### src/rtl/i2c_bit_pkg.sv
package i2c_bit_pkg;

    typedef enum logic [2:0] {
        OP_NONE    = 3'd0,
        OP_START   = 3'd1,
        OP_RESTART = 3'd2,
        OP_STOP    = 3'd3,
        OP_WRITE   = 3'd4,
        OP_READ    = 3'd5
    } op_e;

    typedef enum logic [4:0] {
        S_IDLE,
        S_ST_SDA,
        S_ST_SCL,
        S_RS_REL,
        S_RS_HIGH,
        S_RS_SDA,
        S_RS_SCL,
        S_SP_SDA,
        S_SP_HIGH,
        S_SP_REL,
        S_BIT_SET,
        S_BIT_HIGH,
        S_BIT_LOW,
        S_ACK_SET,
        S_ACK_HIGH,
        S_ACK_LOW,
        S_DONE
    } state_e;

endpackage

### src/rtl/i2c_sync2.sv
module i2c_sync2 #(
    parameter int               WIDTH     = 2,
    parameter logic [WIDTH-1:0] RESET_VAL = '1
) (
    input  logic             clk,
    input  logic             rst_n,
    input  logic [WIDTH-1:0] async_in,
    output logic [WIDTH-1:0] sync_out
);

    logic [WIDTH-1:0] stage1_q;

    always_ff @(posedge clk or negedge rst_n) begin
        if (!rst_n) begin
            stage1_q <= RESET_VAL;
            sync_out <= RESET_VAL;
        end else begin
            stage1_q <= async_in;
            sync_out <= stage1_q;
        end
    end

endmodule

### src/rtl/i2c_cycle_counter.sv
module i2c_cycle_counter #(
    parameter int WIDTH = 16
) (
    input  logic             clk,
    input  logic             rst_n,
    input  logic             clear,
    input  logic             enable,
    output logic [WIDTH-1:0] count
);

    localparam logic [WIDTH-1:0] MAX_COUNT = '1;

    always_ff @(posedge clk or negedge rst_n) begin
        if (!rst_n) begin
            count <= '0;
        end else if (clear) begin
            count <= '0;
        end else if (enable && (count != MAX_COUNT)) begin
            count <= count + 1'b1;
        end
    end

endmodule

### src/rtl/i2c_bit_engine.sv
module i2c_bit_engine
    import i2c_bit_pkg::*;
#(
    parameter int BYTE_W           = 8,
    parameter int UNIT_W           = 16,
    parameter int TMO_W            = 20,
    parameter int DEF_UNIT_SENSE   = 5,
    parameter int DEF_UNIT_NOSENSE = 50
) (
    input  logic              clk,
    input  logic              rst_n,
    input  logic              cmd_valid,
    input  logic [2:0]        cmd_op,
    input  logic [BYTE_W-1:0] cmd_wdata,
    input  logic              cmd_send_ack,
    input  logic [UNIT_W-1:0] cfg_unit,
    input  logic [TMO_W-1:0]  cfg_stretch_max,
    input  logic              cfg_scl_sense,
    output logic              cmd_ready,
    output logic              cmd_done,
    output logic [BYTE_W-1:0] rsp_rdata,
    output logic              rsp_acked,
    output logic              err_timeout,
    output logic              scl_pull,
    output logic              sda_pull,
    input  logic              scl_in,
    input  logic              sda_in
);

    localparam int               CNT_W    = (BYTE_W > 1) ? $clog2(BYTE_W) : 1;
    localparam logic [CNT_W-1:0] LAST_BIT = CNT_W'(BYTE_W - 1);
    localparam logic [UNIT_W-1:0] DEF_ON  = UNIT_W'(DEF_UNIT_SENSE);
    localparam logic [UNIT_W-1:0] DEF_OFF = UNIT_W'(DEF_UNIT_NOSENSE);

    state_e            state_q, state_d;
    op_e               op_q;
    logic [BYTE_W-1:0] shift_q;
    logic              ack_pull_q;
    logic [CNT_W-1:0]  bit_cnt_q;
    logic              hi_ok_q;
    logic              scl_d, sda_d;

    // Synchronised pad returns: bit 0 = SCL, bit 1 = SDA
    logic [1:0] pad_sync;
    logic       scl_s, sda_s;

    i2c_sync2 #(
        .WIDTH    (2),
        .RESET_VAL(2'b11)
    ) u_sync (
        .clk     (clk),
        .rst_n   (rst_n),
        .async_in({sda_in, scl_in}),
        .sync_out(pad_sync)
    );

    assign scl_s = pad_sync[0];
    assign sda_s = pad_sync[1];

    // Delay unit selection and derived phase lengths
    logic [UNIT_W-1:0] unit_eff;
    logic [UNIT_W:0]   unit_plus1;
    logic [UNIT_W-1:0] half_up, half_dn, tgt;

    always_comb begin
        if (cfg_unit != '0) begin
            unit_eff = cfg_unit;
        end else if (cfg_scl_sense) begin
            unit_eff = DEF_ON;
        end else begin
            unit_eff = DEF_OFF;
        end
        unit_plus1 = {1'b0, unit_eff} + {{UNIT_W{1'b0}}, 1'b1};
        half_up    = unit_plus1[UNIT_W:1];
        half_dn    = unit_eff >> 1;
    end

    always_comb begin
        case (state_q)
            S_ST_SDA, S_RS_HIGH, S_RS_SDA, S_SP_HIGH,
            S_SP_REL, S_BIT_HIGH, S_ACK_HIGH:            tgt = unit_eff;
            S_RS_REL, S_SP_SDA, S_BIT_SET, S_ACK_SET:    tgt = half_up;
            S_ST_SCL, S_RS_SCL, S_BIT_LOW, S_ACK_LOW:    tgt = half_dn;
            default:                                     tgt = '0;
        endcase
    end

    // High-phase qualification and stretch supervision
    logic is_high, hi_ok_c, stretch_wait, tmo_hit, stretch_fail;
    logic ph_last, high_end;
    logic [UNIT_W-1:0] ph_cnt;
    logic [UNIT_W:0]   ph_next;
    logic [TMO_W-1:0]  st_cnt;

    assign is_high      = (state_q == S_RS_HIGH) || (state_q == S_SP_HIGH) ||
                          (state_q == S_BIT_HIGH) || (state_q == S_ACK_HIGH);
    assign hi_ok_c      = hi_ok_q || scl_s || !cfg_scl_sense;
    assign stretch_wait = is_high && !hi_ok_c;
    assign tmo_hit      = (st_cnt >= cfg_stretch_max);
    assign stretch_fail = stretch_wait && tmo_hit;
    assign ph_next      = {1'b0, ph_cnt} + {{UNIT_W{1'b0}}, 1'b1};
    assign ph_last      = (ph_next >= {1'b0, tgt});
    assign high_end     = hi_ok_c && ph_last;

    i2c_cycle_counter #(
        .WIDTH(UNIT_W)
    ) u_phase_cnt (
        .clk   (clk),
        .rst_n (rst_n),
        .clear ((state_d != state_q) || stretch_wait),
        .enable(1'b1),
        .count (ph_cnt)
    );

    i2c_cycle_counter #(
        .WIDTH(TMO_W)
    ) u_stretch_cnt (
        .clk   (clk),
        .rst_n (rst_n),
        .clear (!stretch_wait),
        .enable(stretch_wait),
        .count (st_cnt)
    );

    // Next-state logic
    always_comb begin
        state_d = state_q;
        unique case (state_q)
            S_IDLE: begin
                if (cmd_valid) begin
                    case (op_e'(cmd_op))
                        OP_START:   state_d = S_ST_SDA;
                        OP_RESTART: state_d = S_RS_REL;
                        OP_STOP:    state_d = S_SP_SDA;
                        OP_WRITE,
                        OP_READ:    state_d = S_BIT_SET;
                        default:    state_d = S_DONE;
                    endcase
                end
            end
            S_ST_SDA:  if (ph_last) state_d = S_ST_SCL;
            S_ST_SCL:  if (ph_last) state_d = S_DONE;
            S_RS_REL:  if (ph_last) state_d = S_RS_HIGH;
            S_RS_HIGH: begin
                if (stretch_fail)  state_d = S_DONE;
                else if (high_end) state_d = S_RS_SDA;
            end
            S_RS_SDA:  if (ph_last) state_d = S_RS_SCL;
            S_RS_SCL:  if (ph_last) state_d = S_DONE;
            S_SP_SDA:  if (ph_last) state_d = S_SP_HIGH;
            S_SP_HIGH: begin
                if (stretch_fail)  state_d = S_DONE;
                else if (high_end) state_d = S_SP_REL;
            end
            S_SP_REL:  if (ph_last) state_d = S_DONE;
            S_BIT_SET: if (ph_last) state_d = S_BIT_HIGH;
            S_BIT_HIGH: begin
                if (stretch_fail)  state_d = S_DONE;
                else if (high_end) state_d = S_BIT_LOW;
            end
            S_BIT_LOW: begin
                if (ph_last) begin
                    state_d = (bit_cnt_q == LAST_BIT) ? S_ACK_SET : S_BIT_SET;
                end
            end
            S_ACK_SET: if (ph_last) state_d = S_ACK_HIGH;
            S_ACK_HIGH: begin
                if (stretch_fail)  state_d = S_DONE;
                else if (high_end) state_d = S_ACK_LOW;
            end
            S_ACK_LOW: if (ph_last) state_d = S_DONE;
            S_DONE:    state_d = S_IDLE;
            default:   state_d = S_IDLE;
        endcase
    end

    // State register
    always_ff @(posedge clk or negedge rst_n) begin
        if (!rst_n) begin
            state_q <= S_IDLE;
        end else begin
            state_q <= state_d;
        end
    end

    // Line drive: decided on entry to each state, held otherwise
    logic is_wr_op, next_bit;

    assign is_wr_op = (state_q == S_IDLE) ? (op_e'(cmd_op) == OP_WRITE) : (op_q == OP_WRITE);
    assign next_bit = (state_q == S_IDLE) ? cmd_wdata[BYTE_W-1] : shift_q[BYTE_W-1];

    always_comb begin
        scl_d = scl_pull;
        sda_d = sda_pull;
        if (state_d != state_q) begin
            case (state_d)
                S_ST_SDA, S_RS_SDA, S_SP_SDA:                  sda_d = 1'b1;
                S_RS_REL, S_SP_REL:                            sda_d = 1'b0;
                S_BIT_SET:                                     sda_d = is_wr_op ? !next_bit : 1'b0;
                S_ACK_SET:                                     sda_d = is_wr_op ? 1'b0 : ack_pull_q;
                S_RS_HIGH, S_SP_HIGH, S_BIT_HIGH, S_ACK_HIGH:  scl_d = 1'b0;
                S_ST_SCL, S_RS_SCL, S_BIT_LOW, S_ACK_LOW:      scl_d = 1'b1;
                default: ;
            endcase
        end
    end

    always_ff @(posedge clk or negedge rst_n) begin
        if (!rst_n) begin
            scl_pull <= 1'b0;
            sda_pull <= 1'b0;
        end else begin
            scl_pull <= scl_d;
            sda_pull <= sda_d;
        end
    end

    // Datapath and results
    always_ff @(posedge clk or negedge rst_n) begin
        if (!rst_n) begin
            op_q        <= OP_NONE;
            shift_q     <= '0;
            ack_pull_q  <= 1'b0;
            bit_cnt_q   <= '0;
            hi_ok_q     <= 1'b0;
            rsp_rdata   <= '0;
            rsp_acked   <= 1'b0;
            err_timeout <= 1'b0;
        end else begin
            if (state_d != state_q) begin
                hi_ok_q <= 1'b0;
            end else if (is_high && hi_ok_c) begin
                hi_ok_q <= 1'b1;
            end
            if ((state_q == S_IDLE) && cmd_valid) begin
                op_q        <= op_e'(cmd_op);
                shift_q     <= cmd_wdata;
                ack_pull_q  <= cmd_send_ack;
                bit_cnt_q   <= '0;
                err_timeout <= 1'b0;
            end
            if ((state_q == S_BIT_HIGH) && high_end) begin
                shift_q <= {shift_q[BYTE_W-2:0], sda_s};
            end
            if ((state_q == S_BIT_LOW) && ph_last) begin
                bit_cnt_q <= bit_cnt_q + 1'b1;
            end
            if ((state_q == S_ACK_HIGH) && high_end) begin
                if (op_q == OP_WRITE) begin
                    rsp_acked <= !sda_s;
                end else begin
                    rsp_rdata <= shift_q;
                end
            end
            if (stretch_fail) begin
                err_timeout <= 1'b1;
            end
        end
    end

    assign cmd_ready = (state_q == S_IDLE);
    assign cmd_done  = (state_q == S_DONE);

endmodule

### config.mk
export PLATFORM = sky130hd
export DESIGN_NAME = i2c_bit_engine
export DESIGN_NICKNAME = d
export VERILOG_FILES = /design/src/rtl/i2c_bit_pkg.sv /design/src/rtl/i2c_sync2.sv /design/src/rtl/i2c_cycle_counter.sv /design/src/rtl/i2c_bit_engine.sv
export SDC_FILE = /design/constraint.sdc
export NUM_CORES = 1
export LEC_CHECK = 0
export BUFFER_PORTS_ARGS = -buffer_cell sky130_fd_sc_hd__buf_2
export CORE_ASPECT_RATIO = 0.6
export CORE_UTILIZATION = 55
export DETAILED_ROUTE_END_ITERATION = 8
export GPL_TIMING_DRIVEN = 0
export HOLD_SLACK_MARGIN = 0.06
export PLACE_DENSITY_LB_ADDON = 0.05
export SYNTH_ARGS = -nofsm -noshare
export SYNTH_HDL_FRONTEND = slang
export SYNTH_SLANG_ARGS = --single-unit
export TNS_END_PERCENT = 30
### constraint.sdc
create_clock -name clk -period 7 [get_ports clk]
set_input_delay 1.05 -clock clk [delete_from_list [all_inputs] [get_ports clk]]
set_output_delay 1.05 -clock clk [all_outputs]
set_load 0.02 [all_outputs]
-- Yosys cells after proc, flatten, opt, wreduce, memory -nomap -nowiden
Cells that the tools add are included.
- flip-flop bits (word level): 73
- word-level logic and storage cells: 147
- $add $sub $neg: 5
- order comparisons: 2
- eq/ne operators: 42
- multiplexer cells: 41
- bitwise gates (word level): 1
- reductions and logical operators: 41
- operators with widths (kind ; number):
    2-to-1 mux 5 bit ; 17
    equality test 5 x 4 -> 1 bit, second input constant ; 16
    case mux 5 bit (13 select lines) ; 1
    2-to-1 mux 16 bit ; 3
    case mux 16 bit (3 select lines) ; 1
    equality test 5 x 3 -> 1 bit, second input constant ; 8
    2-to-1 mux 20 bit ; 2
    adder 16 x 1 -> 17 bit, second input constant ; 2
    adder 20 x 1 -> 20 bit, second input constant ; 1
    equality test 5 x 2 -> 1 bit, second input constant ; 4
    greater-or-equal comparator 20 bit ; 1
    != test 20 bit, second input constant ; 1
    case mux 5 bit (4 select lines) ; 1
    OR reduction 4 bit ; 5
    greater-or-equal comparator 17 x 16 -> 1 bit ; 1
    adder 16 x 1 -> 16 bit, second input constant ; 1
    2-to-1 mux 8 bit ; 2
    != test 16 bit, second input constant ; 1
    nonzero test 16 bit ; 1
    equality test 3 bit, second input constant ; 4
    nonzero test 2 bit ; 6
    equality test 5 x 1 -> 1 bit, second input constant ; 2
    logical AND 1 bit ; 9
    2-to-1 mux 3 bit ; 3
    19 further kinds ; 39

-- Depth between registers and ports, before layout
Gate-level depths: netlist of run 1.
- depth in word-level cells: 13
- mapped depth: 26
- mapped depth without buffers: 23

-- Cells and area by module
Synthesis of run 1 repeated with hierarchy kept, for this count alone.
- cell total of the unflattened synthesis: 727
- area total of the unflattened synthesis: 6139.6 µm²
- by module, submodules not included (module ; instances ; cells each ; area each (µm²)):
    i2c_bit_engine ; 1 ; 497 ; 3881.2
    i2c_cycle_counter (u_stretch_cnt) ; 1 ; 128 ; 1211.2
    i2c_cycle_counter (u_phase_cnt) ; 1 ; 98 ; 942.2
    i2c_sync2 ; 1 ; 4 ; 105.1

-- Worst setup path before layout of run 1
No wires, ideal clock.
- path kind: input to register
- start: input cfg_unit[8]
- end: register scl_pull
- library setup time: 129 ps
- arrival time: 5965 ps
- data required time: 6871 ps
- slack: 906 ps
- cell stages on the path: 24
- path buffers: 2
- cells stage by stage: clkbuf_1 -> nor4_1 -> nand4_1 -> nor2_1 -> or2_2 -> ha_1 -> nand3_1 -> or2_2 -> nor3_1 -> and3_1 -> clkbuf_1 -> nand3_1 -> o311a_1 -> ha_1 -> nand4_1 -> nor4_1 -> a211oi_1 -> o211a_2 -> mux2i_1 -> nor3_4 -> xnor2_1 -> nor4_4 -> a21oi_1 -> a2111o_1
- longest elaborated chain between the ends: 13
- ends and longest elaborated chain (item ; line ; RTL):
    start, declared ; i2c_bit_engine.sv:16 ; input logic [UNIT_W-1:0] cfg_unit,
    nonzero test 16 bit ; i2c_bit_engine.sv:66 ; if (cfg_unit != '0) begin
    2-to-1 mux 16 bit * ; i2c_bit_engine.sv:66 ;
    adder 16 x 1 -> 17 bit ; i2c_bit_engine.sv:73 ; unit_plus1 = {1'b0, unit_eff} + {{UNIT_W{1'b0}}, 1'b1};
    case mux 16 bit (3 select lines) * ; i2c_bit_engine.sv:79 ; case (state_q)
    greater-or-equal comparator 17 x 16 -> 1 bit * ; i2c_bit_engine.sv:102 ; assign ph_last = (ph_next >= {1'b0, tgt});
    logical AND 1 bit ; i2c_bit_engine.sv:103 ; assign high_end = hi_ok_c && ph_last;
    2-to-1 mux 5 bit, on equally long branches (2 in series) ; n/a ;
    case mux 5 bit (13 select lines) * ; i2c_bit_engine.sv:128 ; unique case (state_q)
    equality test 5 x 2 -> 1 bit, or another cell as far along ; i2c_bit_engine.sv:196 ; case (state_d)
    OR reduction 4 bit ; i2c_bit_engine.sv:196 ;
    nonzero test 2 bit (no source line) ; n/a ;
    AND reduction 2 bit (no source line) ; n/a ;
    end signal, assigned ; i2c_bit_engine.sv:213 ; scl_pull <= scl_d;
    end, declared ; i2c_bit_engine.sv:24 ; output logic scl_pull,
Mark *: on every way between the ends. The rest lies on a longest branch, timed or not.
A chain may end at the register's enable or synchronous reset.

-- Worst setup path in the final report of run 1
- start: input cfg_unit[11]
- end: register scl_pull
- longest elaborated chain between the ends: 13
- ends and longest elaborated chain (item ; line ; RTL):
    nonzero test 16 bit ; i2c_bit_engine.sv:66 ;
    2-to-1 mux 16 bit * ; i2c_bit_engine.sv:66 ;
    adder 16 x 1 -> 17 bit ; i2c_bit_engine.sv:73 ;
    case mux 16 bit (3 select lines) * ; i2c_bit_engine.sv:79 ;
    greater-or-equal comparator 17 x 16 -> 1 bit * ; i2c_bit_engine.sv:102 ;
    logical AND 1 bit ; i2c_bit_engine.sv:103 ;
    2-to-1 mux 5 bit, on equally long branches (2 in series) ; n/a ;
    case mux 5 bit (13 select lines) * ; i2c_bit_engine.sv:128 ;
    via state_d[3] ; i2c_bit_engine.sv:35 ; state_e state_q, state_d;
    equality test 5 x 2 -> 1 bit, or another cell as far along ; i2c_bit_engine.sv:196 ;
    OR reduction 4 bit ; i2c_bit_engine.sv:196 ;
    nonzero test 2 bit (no source line) ; n/a ;
    AND reduction 2 bit (no source line) ; n/a ;
The timed path passes the listed nets; every way through them passes the cells marked *.

==> key figures, run 1 <==
Status
  • Status: finished, final reports clean

Die
  • Initial Util: 58.5%
  • Num rows: 27
  • Io pins: 68
  • Die height: 79.9 µm
  • Die area: 10500 µm²
  • Die width: 132 µm
  • Core ar.: 9490 µm²

Power
  • Worst vdd ir: 160 µV
  • Combinational share of power: 52.0%
  • P_int: 1.22 mW
  • Power per cell area: 333 nW/µm²
  • Register share of total power: 24.7%
  • Switching part of the total: 43.3%
  • Clock share of power: 23.3%
  • Lkg Pwr: 3.09 nW
  • NetSw: 930 µW

Worst hold path
  • Worst Min Path Start: u_sync.stage1_q[0]$_DFF_PN1_
  • Hold WC Path Type: flip-flop to flip-flop
  • Hold path cells: 0
  • Hold Path Sink: u_sync.sync_out[0]$_DFF_PN1_

Timing
  • Hold Slack: 0.357 ns
  • Tcrit/Tclk final: 93.9%
  • Clock skew: 0.00750 ns
  • Worst Tran Pin Value: 0.896 ns
  • Final Setup Violations: 0
  • Final hold viol count: 0
  • Min Tclk post-route: 6.57 ns
  • Slew Limit Fails: 0
  • Slew margin rel.: 40.1%
  • RSZ-0062 raised after global routing: false
  • Fmax: 152 MHz

Synth
  • Cell count after synthesis: 667
  • Mapped Area: 5560 µm²
  • #FFs+latches synth: 73
  • Top_reg_cell synth: dfrtp_1
  • Post-synth EDFFs: 0
  • Syn avg cell area: 8.33 µm²
  • Synth async-reset ratio: 100%
  • Post-Syn Nets: 762
  • Unique masters post-synth: 71
  • Yosys Warn Count: 0
  • Seq/Total Area, Yosys: 33.0%

Clocking
  • Post-CTS Hold Buffers: 0
  • CTS Sinks: 73
  • Latest clock arrival within the worst-skew pair: 0.34 ns
  • CTS tree: built
  • CTS max path bufs: 2
  • Root Driver: clkbuf_16
  • Htree depth: 3
  • Number of CTS-inserted buffers: 9
  • Clock transition at path regs: 0.06 ns

Cells and area
  • N_diodes: 0
  • Multi-input gate area: 3520 µm²
  • Layout cells sized above 1: 17.0%
  • Fillers: 797
  • Final Cell Area: 6460 µm²
  • Register Area: 1830 µm²
  • Area grow syn2layout: 16.3%
  • Final layout net count: 842

Critical path
  • Crit path arrival time: 6.79 ns
  • WS Path Type: primary input to flip-flop
  • Worst reg2reg startpoint: state_q[0]$_DFF_PN0_
  • Worst Path Max Fanout: 8
  • CP Data Required Time: 7.22 ns
  • Cells on worst reg2reg path: 21
  • Worst setup EP type: flip-flop
  • Reg-to-reg endpoint: scl_pull$_DFFE_PN0P_
  • FF-to-FF setup slack: 0.92 ns
  • CP startpoint kind: primary input

GRT
  • Final global-route overflow total: 0
  • Vias in the first global route: 4892
  • Largest net degree at the start of global routing: 74
  • Gr usage total: 30.6%
  • Antenna violations before repair: 0
  • First-pass GRT wire length: 24.9 mm

Route
  • Via count: 5373
  • Final WL: 15.2 mm
  • Antenna viol nets, final: 0
  • Drt pass-1 iters: 5
  • Routed vias/inst: 6.09
  • Initial DRC count: 532
  • DRC errors left: 0
  • WL/cell: 17.3 µm

Placement
  • Hpwl dp: 11.7 mm
  • Dpl cell area: 6070 µm²
  • IO buf count: 64
  • Gpl congestion: 0.938

Flow run
  • Max-Cap Viols: 0
==> final cells by class <==
cell class	instances	share of cell area, %
Sequential cell	73	28.3
Multi-Input combinational cell	532	54.5
Timing Repair Buffer	69	5.88
Inverter	34	1.97
Tap cell	130	2.52
Buffer	28	1.76
Clock buffer	9	3.48
Clock inverter	7	1.57
==> cell usage in the layout (no fill, tap or decap), types with 7 or more instances in the layout <==
cell,synthesis,layout
xor2_1,25,25
o21ai_0,34,34
nand4_1,16,16
nor3_1,16,15
mux2i_1,7,7
xnor2_1,15,15
a211oi_1,8,7
a22oi_1,9,9
clkbuf_16,0,9
nand3_1,32,32
nor2b_1,10,10
nor2_1,85,85
nand2_1,74,74
ha_1,41,41
buf_2,4,67
and3_1,13,13
dfrtp_1,69,69
mux2_2,8,8
a21oi_1,33,33
inv_1,34,34
clkbuf_1,22,22
==> cells in the mapped netlist (4+ instances only) <==
library cell / instances / share of area, %
nor2_1: 85 / 5.7
nand2_1: 74 / 5.0
dfrtp_1: 69 / 31
ha_1: 41 / 9.2
inv_1: 34 / 2.3
o21ai_0: 34 / 3.1
a21oi_1: 33 / 3.0
nand3_1: 32 / 2.9
xor2_1: 25 / 3.9
clkbuf_1: 22 / 1.5
nand4_1: 16 / 1.8
nor3_1: 16 / 1.4
xnor2_1: 15 / 2.4
and3_1: 13 / 1.5
nor2b_1: 10 / 1.1
a22oi_1: 9 / 1.2
a211oi_1: 8 / 1.1
mux2_2: 8 / 1.6
nor4_1: 8 / 0.90
mux2i_1: 7 / 1.3
a31oi_1: 6 / 0.68
or2_2: 6 / 0.68
a21o_1: 5 / 0.68
and2_1: 5 / 0.56
and4_1: 5 / 0.79
nand2b_1: 5 / 0.56
o211a_1: 5 / 0.90
or3_1: 5 / 0.56
buf_2: 4 / 0.36
dfstp_2: 4 / 1.9
nand4b_1: 4 / 0.63
o31ai_1: 4 / 0.54
==> per-stage QoR <==
step	setup TNS, ns	total power, mW	instances	setup slack (ns)	utilization [%]
finish	0	2.15	882	0.428	68.1
global route	0	2.28	882	0.0561	68.1
CTS	0	2.08	878	0.123	67.4
detailed placement	-2.72	1.57	862	-0.228	64.0
global placement	-0.876	1.53	861	-0.0923	63.6
floorplan	0	1.28	667	0.906	-
==> flip-flops by register name, summed over array words and instances (netlist names) <==
register	cells
u_phase_cnt.count	16
scl_pull	1
shift_q	8
sda_pull	1
op_q	3
rsp_acked	1
u_sync.stage1_q	2
ack_pull_q	1
hi_ok_q	1
rsp_rdata	8
err_timeout	1
state_q	5
u_stretch_cnt.count	20
bit_cnt_q	3
u_sync.sync_out	2
==> critical path, stage by stage <==
cell and delay (ns):
clkbuf_1 0.20, nor4_2 0.40, nand4_1 0.17, nor2_1 0.19, or2_2 0.17, ha_1 0.18, nand3_1 0.12, or2_2 0.35
nor3_2 0.23, and3_1 0.18, clkbuf_1 0.26, a21oi_1 0.12, a31oi_1 0.28, a21oi_1 0.11, ha_1 0.30, nand3_1 0.14
nor4_2 0.34, a211oi_2 0.16, o211a_2 0.23, nor2_1 0.22, nand4b_1 0.14, or3b_1 0.35, buf_2 0.19, xor2_1 0.18
o221a_2 0.25, a2111o_1 0.27
==> power by group through the flow <==
stage          Combinational [mW]  Sequential, mW  Clock, mW
4_1_cts                      1.04           0.528      0.510
6_report                     1.12           0.531      0.500
5_1_grt                      1.22           0.537      0.523
3_3_place_gp                0.993           0.532          0
2_1_floorplan               0.748           0.531          0
3_5_place_dp                 1.03           0.535          0
==> timing repair <==
item | 4_1_cts | 5_1_grt
setup buffers | 0 | 4
endpoints found under the setup margin | 0 | 19
resized for setup | 0 | 6
==> worst max-delay path by stage <==
stage,startpoint,to,slack [ns]
after floorplan,cfg_unit[8],scl_pull$_DFFE_PN0P_,0.91
after global placement,cfg_unit[11],scl_pull$_DFFE_PN0P_,-0.09
after detailed placement,cfg_unit[11],u_phase_cnt.count[8]$_DFFE_PN0P_,-0.23
after CTS,cfg_unit[11],u_phase_cnt.count[4]$_DFFE_PN0P_,0.12
after global routing,cfg_unit[8],scl_pull$_DFFE_PN0P_,0.06
final,cfg_unit[11],scl_pull$_DFFE_PN0P_,0.43
==> routing by layer <==
metal | vias to the layer above | track usage [%] | wire length (µm)
li1 | 2547 | - | -
met1 | 2540 | 46.1 | 7320
met2 | 274 | 43.0 | 6200
met3 | 12 | 7.94 | 1590
met4 | 0 | 6.86 | 117
met5 | - | 0 | 0
==> cell families after synthesis <==
kind of cell	Yosys count	synth area share [%]
AND/OR/NAND/NOR	298	26.9
AO/OA/AOI/OAI	136	16.9
flip-flops	73	33.0
buffers and inverters	62	4.34
adder cells (fa/ha/maj)	42	9.41
XOR/XNOR	40	6.30
multiplexers	16	3.15
No activity file was read; power rests on OpenSTA's default activity.
==> run 2: changes to the inputs <==
--- a/config.mk
+++ b/config.mk
@@ -6,8 +6,10 @@
 export NUM_CORES = 1
 export LEC_CHECK = 0
 export BUFFER_PORTS_ARGS = -buffer_cell sky130_fd_sc_hd__buf_2
+export CELL_PAD_IN_SITES_DETAIL_PLACEMENT = 1
+export CELL_PAD_IN_SITES_GLOBAL_PLACEMENT = 1
 export CORE_ASPECT_RATIO = 0.6
-export CORE_UTILIZATION = 55
+export CORE_UTILIZATION = 45
 export DETAILED_ROUTE_END_ITERATION = 8
 export GPL_TIMING_DRIVEN = 0
 export HOLD_SLACK_MARGIN = 0.06
==> run 2 against run 1 <==
Net effect:
- total power is 1.4% lower
- via count is 1.0% lower
- global-route usage is 3.6 points lower
- worst hold slack worse by 0.00084 ns
- flip-flop and latch count stayed put
- sequential share of layout area is 0.066 points lower
- first-iteration DRC count is 40% lower
==> key figures, run 2 (same netlist as run 1, synthesis figures left out) <==
Route
  • WL/cell: 18.5 µm
  • DRC errors left: 0
  • Routed vias/inst: 5.80
  • Via count: 5317
  • Initial DRC count: 317
  • Antenna viol nets, final: 0
  • Final WL: 17.0 mm
  • Drt pass-1 iters: 5

Timing
  • Setup ws final: 0.377 ns
  • Clock skew: 0.0124 ns
  • Min Tclk post-route: 6.62 ns
  • Slew Limit Fails: 0
  • RSZ-0062 raised after global routing: false
  • Hold Slack: 0.356 ns
  • Slew margin rel.: 52.0%
  • Final hold viol count: 0
  • Tcrit/Tclk final: 94.6%
  • Final Setup Violations: 0
  • Worst Tran Pin Value: 0.717 ns
  • Fmax: 151 MHz

Flow run
  • Max-Cap Viols: 0

Die
  • Die height: 88.1 µm
  • Initial Util: 46.1%
  • Die area: 12800 µm²
  • Io pins: 68
  • Die width: 145 µm
  • Num rows: 31
  • Core ar.: 12100 µm²

Cells and area
  • Most common cell after layout, fill and taps aside: nor2_1
  • Biggest regs: u_stretch_cnt.count: 20 flops, u_phase_cnt.count: 16 flops
  • Max reg flops: 20
  • Area grow syn2layout: 16.6%
  • N_diodes: 0
  • Layout cells sized above 1: 17.0%
  • Final Cell Area: 6480 µm²
  • Biggest register: u_stretch_cnt.count
  • Final layout net count: 842
  • Commonest cells after routing, fill and taps aside: 84 x nor2_1, 74 x nand2_1, 69 x dfrtp_1

GRT
  • Antenna violations before repair: 0
  • First-pass GRT wire length: 26.9 mm
  • Final global-route overflow total: 0
  • Vias in the first global route: 5163
  • Gr usage total: 27.0%
  • Largest net degree at the start of global routing: 64

Clocking
  • Clock transition at path regs: 0.06 ns
  • Post-CTS Hold Buffers: 0
  • CTS max path bufs: 2
  • Htree depth: 3
  • Number of CTS-inserted buffers: 9
  • Latest clock arrival within the worst-skew pair: 0.34 ns
  • CTS Sinks: 73
  • CTS tree: built
  • Root Driver: clkbuf_16

Placement
  • Gpl congestion: 0.938
  • DP Worst Slack: -0.368 ns
  • Hpwl dp: 13.4 mm
  • Dpl cell area: 6110 µm²
  • IO buf count: 64

Critical path
  • Worst Path Max Fanout: 9
  • CP startpoint kind: primary input
  • CP Cell Sequence: clkbuf_1, nor4_2, nand4_1, nor2_1, or2_2, ha_1, nand3_1, or2_2, nor3_2, and3_1, clkbuf_1, nand3_1, o311a_1, ha_1, nand4_1, or2_2, o211ai_4, o211a_1, a21oi_1, or3b_1, buf_2, xor2_1, o221a_2, a2111o_1
  • Slowest stage delay, CP: 0.40 ns
  • Critical-path top delay cell: or3b_1
  • WS Path Type: primary input to flip-flop
  • Crit path arrival time: 6.84 ns
  • Worst setup EP type: flip-flop
  • Top cell by count, worst path: or2_2
  • CP Data Required Time: 7.22 ns

Power
  • Power per cell area: 327 nW/µm²
  • Worst vdd ir: 167 µV
  • Lkg Pwr: 3.07 nW

Worst hold path
  • Hold WC Path Type: flip-flop to flip-flop

Status
  • Status: finished, final reports clean
[run 2: metal layers]
| layer | global-route usage, % | part of all wire, % | vias up |
|---|---|---|---|
| met1 | 40.1 | 52 | 2636 |
| met5 | 0 | 0 | - |
| met3 | 5.05 | 5.5 | 11 |
| li1 | - | - | 2543 |
| met2 | 41.0 | 42 | 127 |
| met4 | 5.07 | 0.46 | 0 |
[run 2: area by class of cell]
type                            count  area [µm²]
Clock inverter                      5        56.3
Tap cell                          165         206
Fill cell                        1502        5580
Clock buffer                       11         233
Sequential cell                    73        1830
Inverter                           34         128
Buffer                             28         114
Timing Repair Buffer               69         380
Multi-Input combinational cell    532        3530
[run 2: path summary, 6_finish.rpt]
kind,end,slack (ns),start,depth (start not counted)
min in group asynchronous,shift_q[4]$_DFFE_PN0P_,0.54,rst_n,1
max in group asynchronous,u_sync.stage1_q[0]$_DFF_PN1_,5.85,rst_n,2
hold reg to reg,u_sync.sync_out[1]$_DFF_PN1_,0.36,u_sync.stage1_q[1]$_DFF_PN1_,0
hold / removal,u_sync.sync_out[1]$_DFF_PN1_,0.36,u_sync.stage1_q[1]$_DFF_PN1_,0
setup / recovery,scl_pull$_DFFE_PN0P_,0.38,cfg_unit[11],24
setup reg to reg,scl_pull$_DFFE_PN0P_,0.78,state_q[0]$_DFF_PN0_,20
[run 2: report_power, final]
group          switching (mW)  leakage [nW]  internal, mW
combinational           0.713          1.96         0.417
clock                   0.182         0.140         0.276
sequential             0.0464         0.977         0.484
total                   0.941          3.07          1.18
[run 2: worst max-delay path: cells and delay by family]
family / cells / cell delay, ns
compound gates: 6 / 1.59
simple gates: 12 / 2.89
xor+xnor: 1 / 0.17
buf+inv: 3 / 0.61
fa+ha+maj: 2 / 0.52
[run 2: repair_timing]
item                       CTS  global route
setup endpoints to repair   11            26
gates resized for setup      0             8
buffers inserted             0             4
pin swaps                    1             4
[run 2: metrics by stage]
step	total power, mW	cells	util, %	TNS, ns
2_1_floorplan	1.28	667	-	0
3_3_place_gp	1.54	896	50.4	-3.62
3_5_place_dp	1.59	897	50.7	-5.13
4_1_cts	2.06	913	53.1	0
5_1_grt	2.26	917	53.7	0
6_report	2.12	917	53.7	0
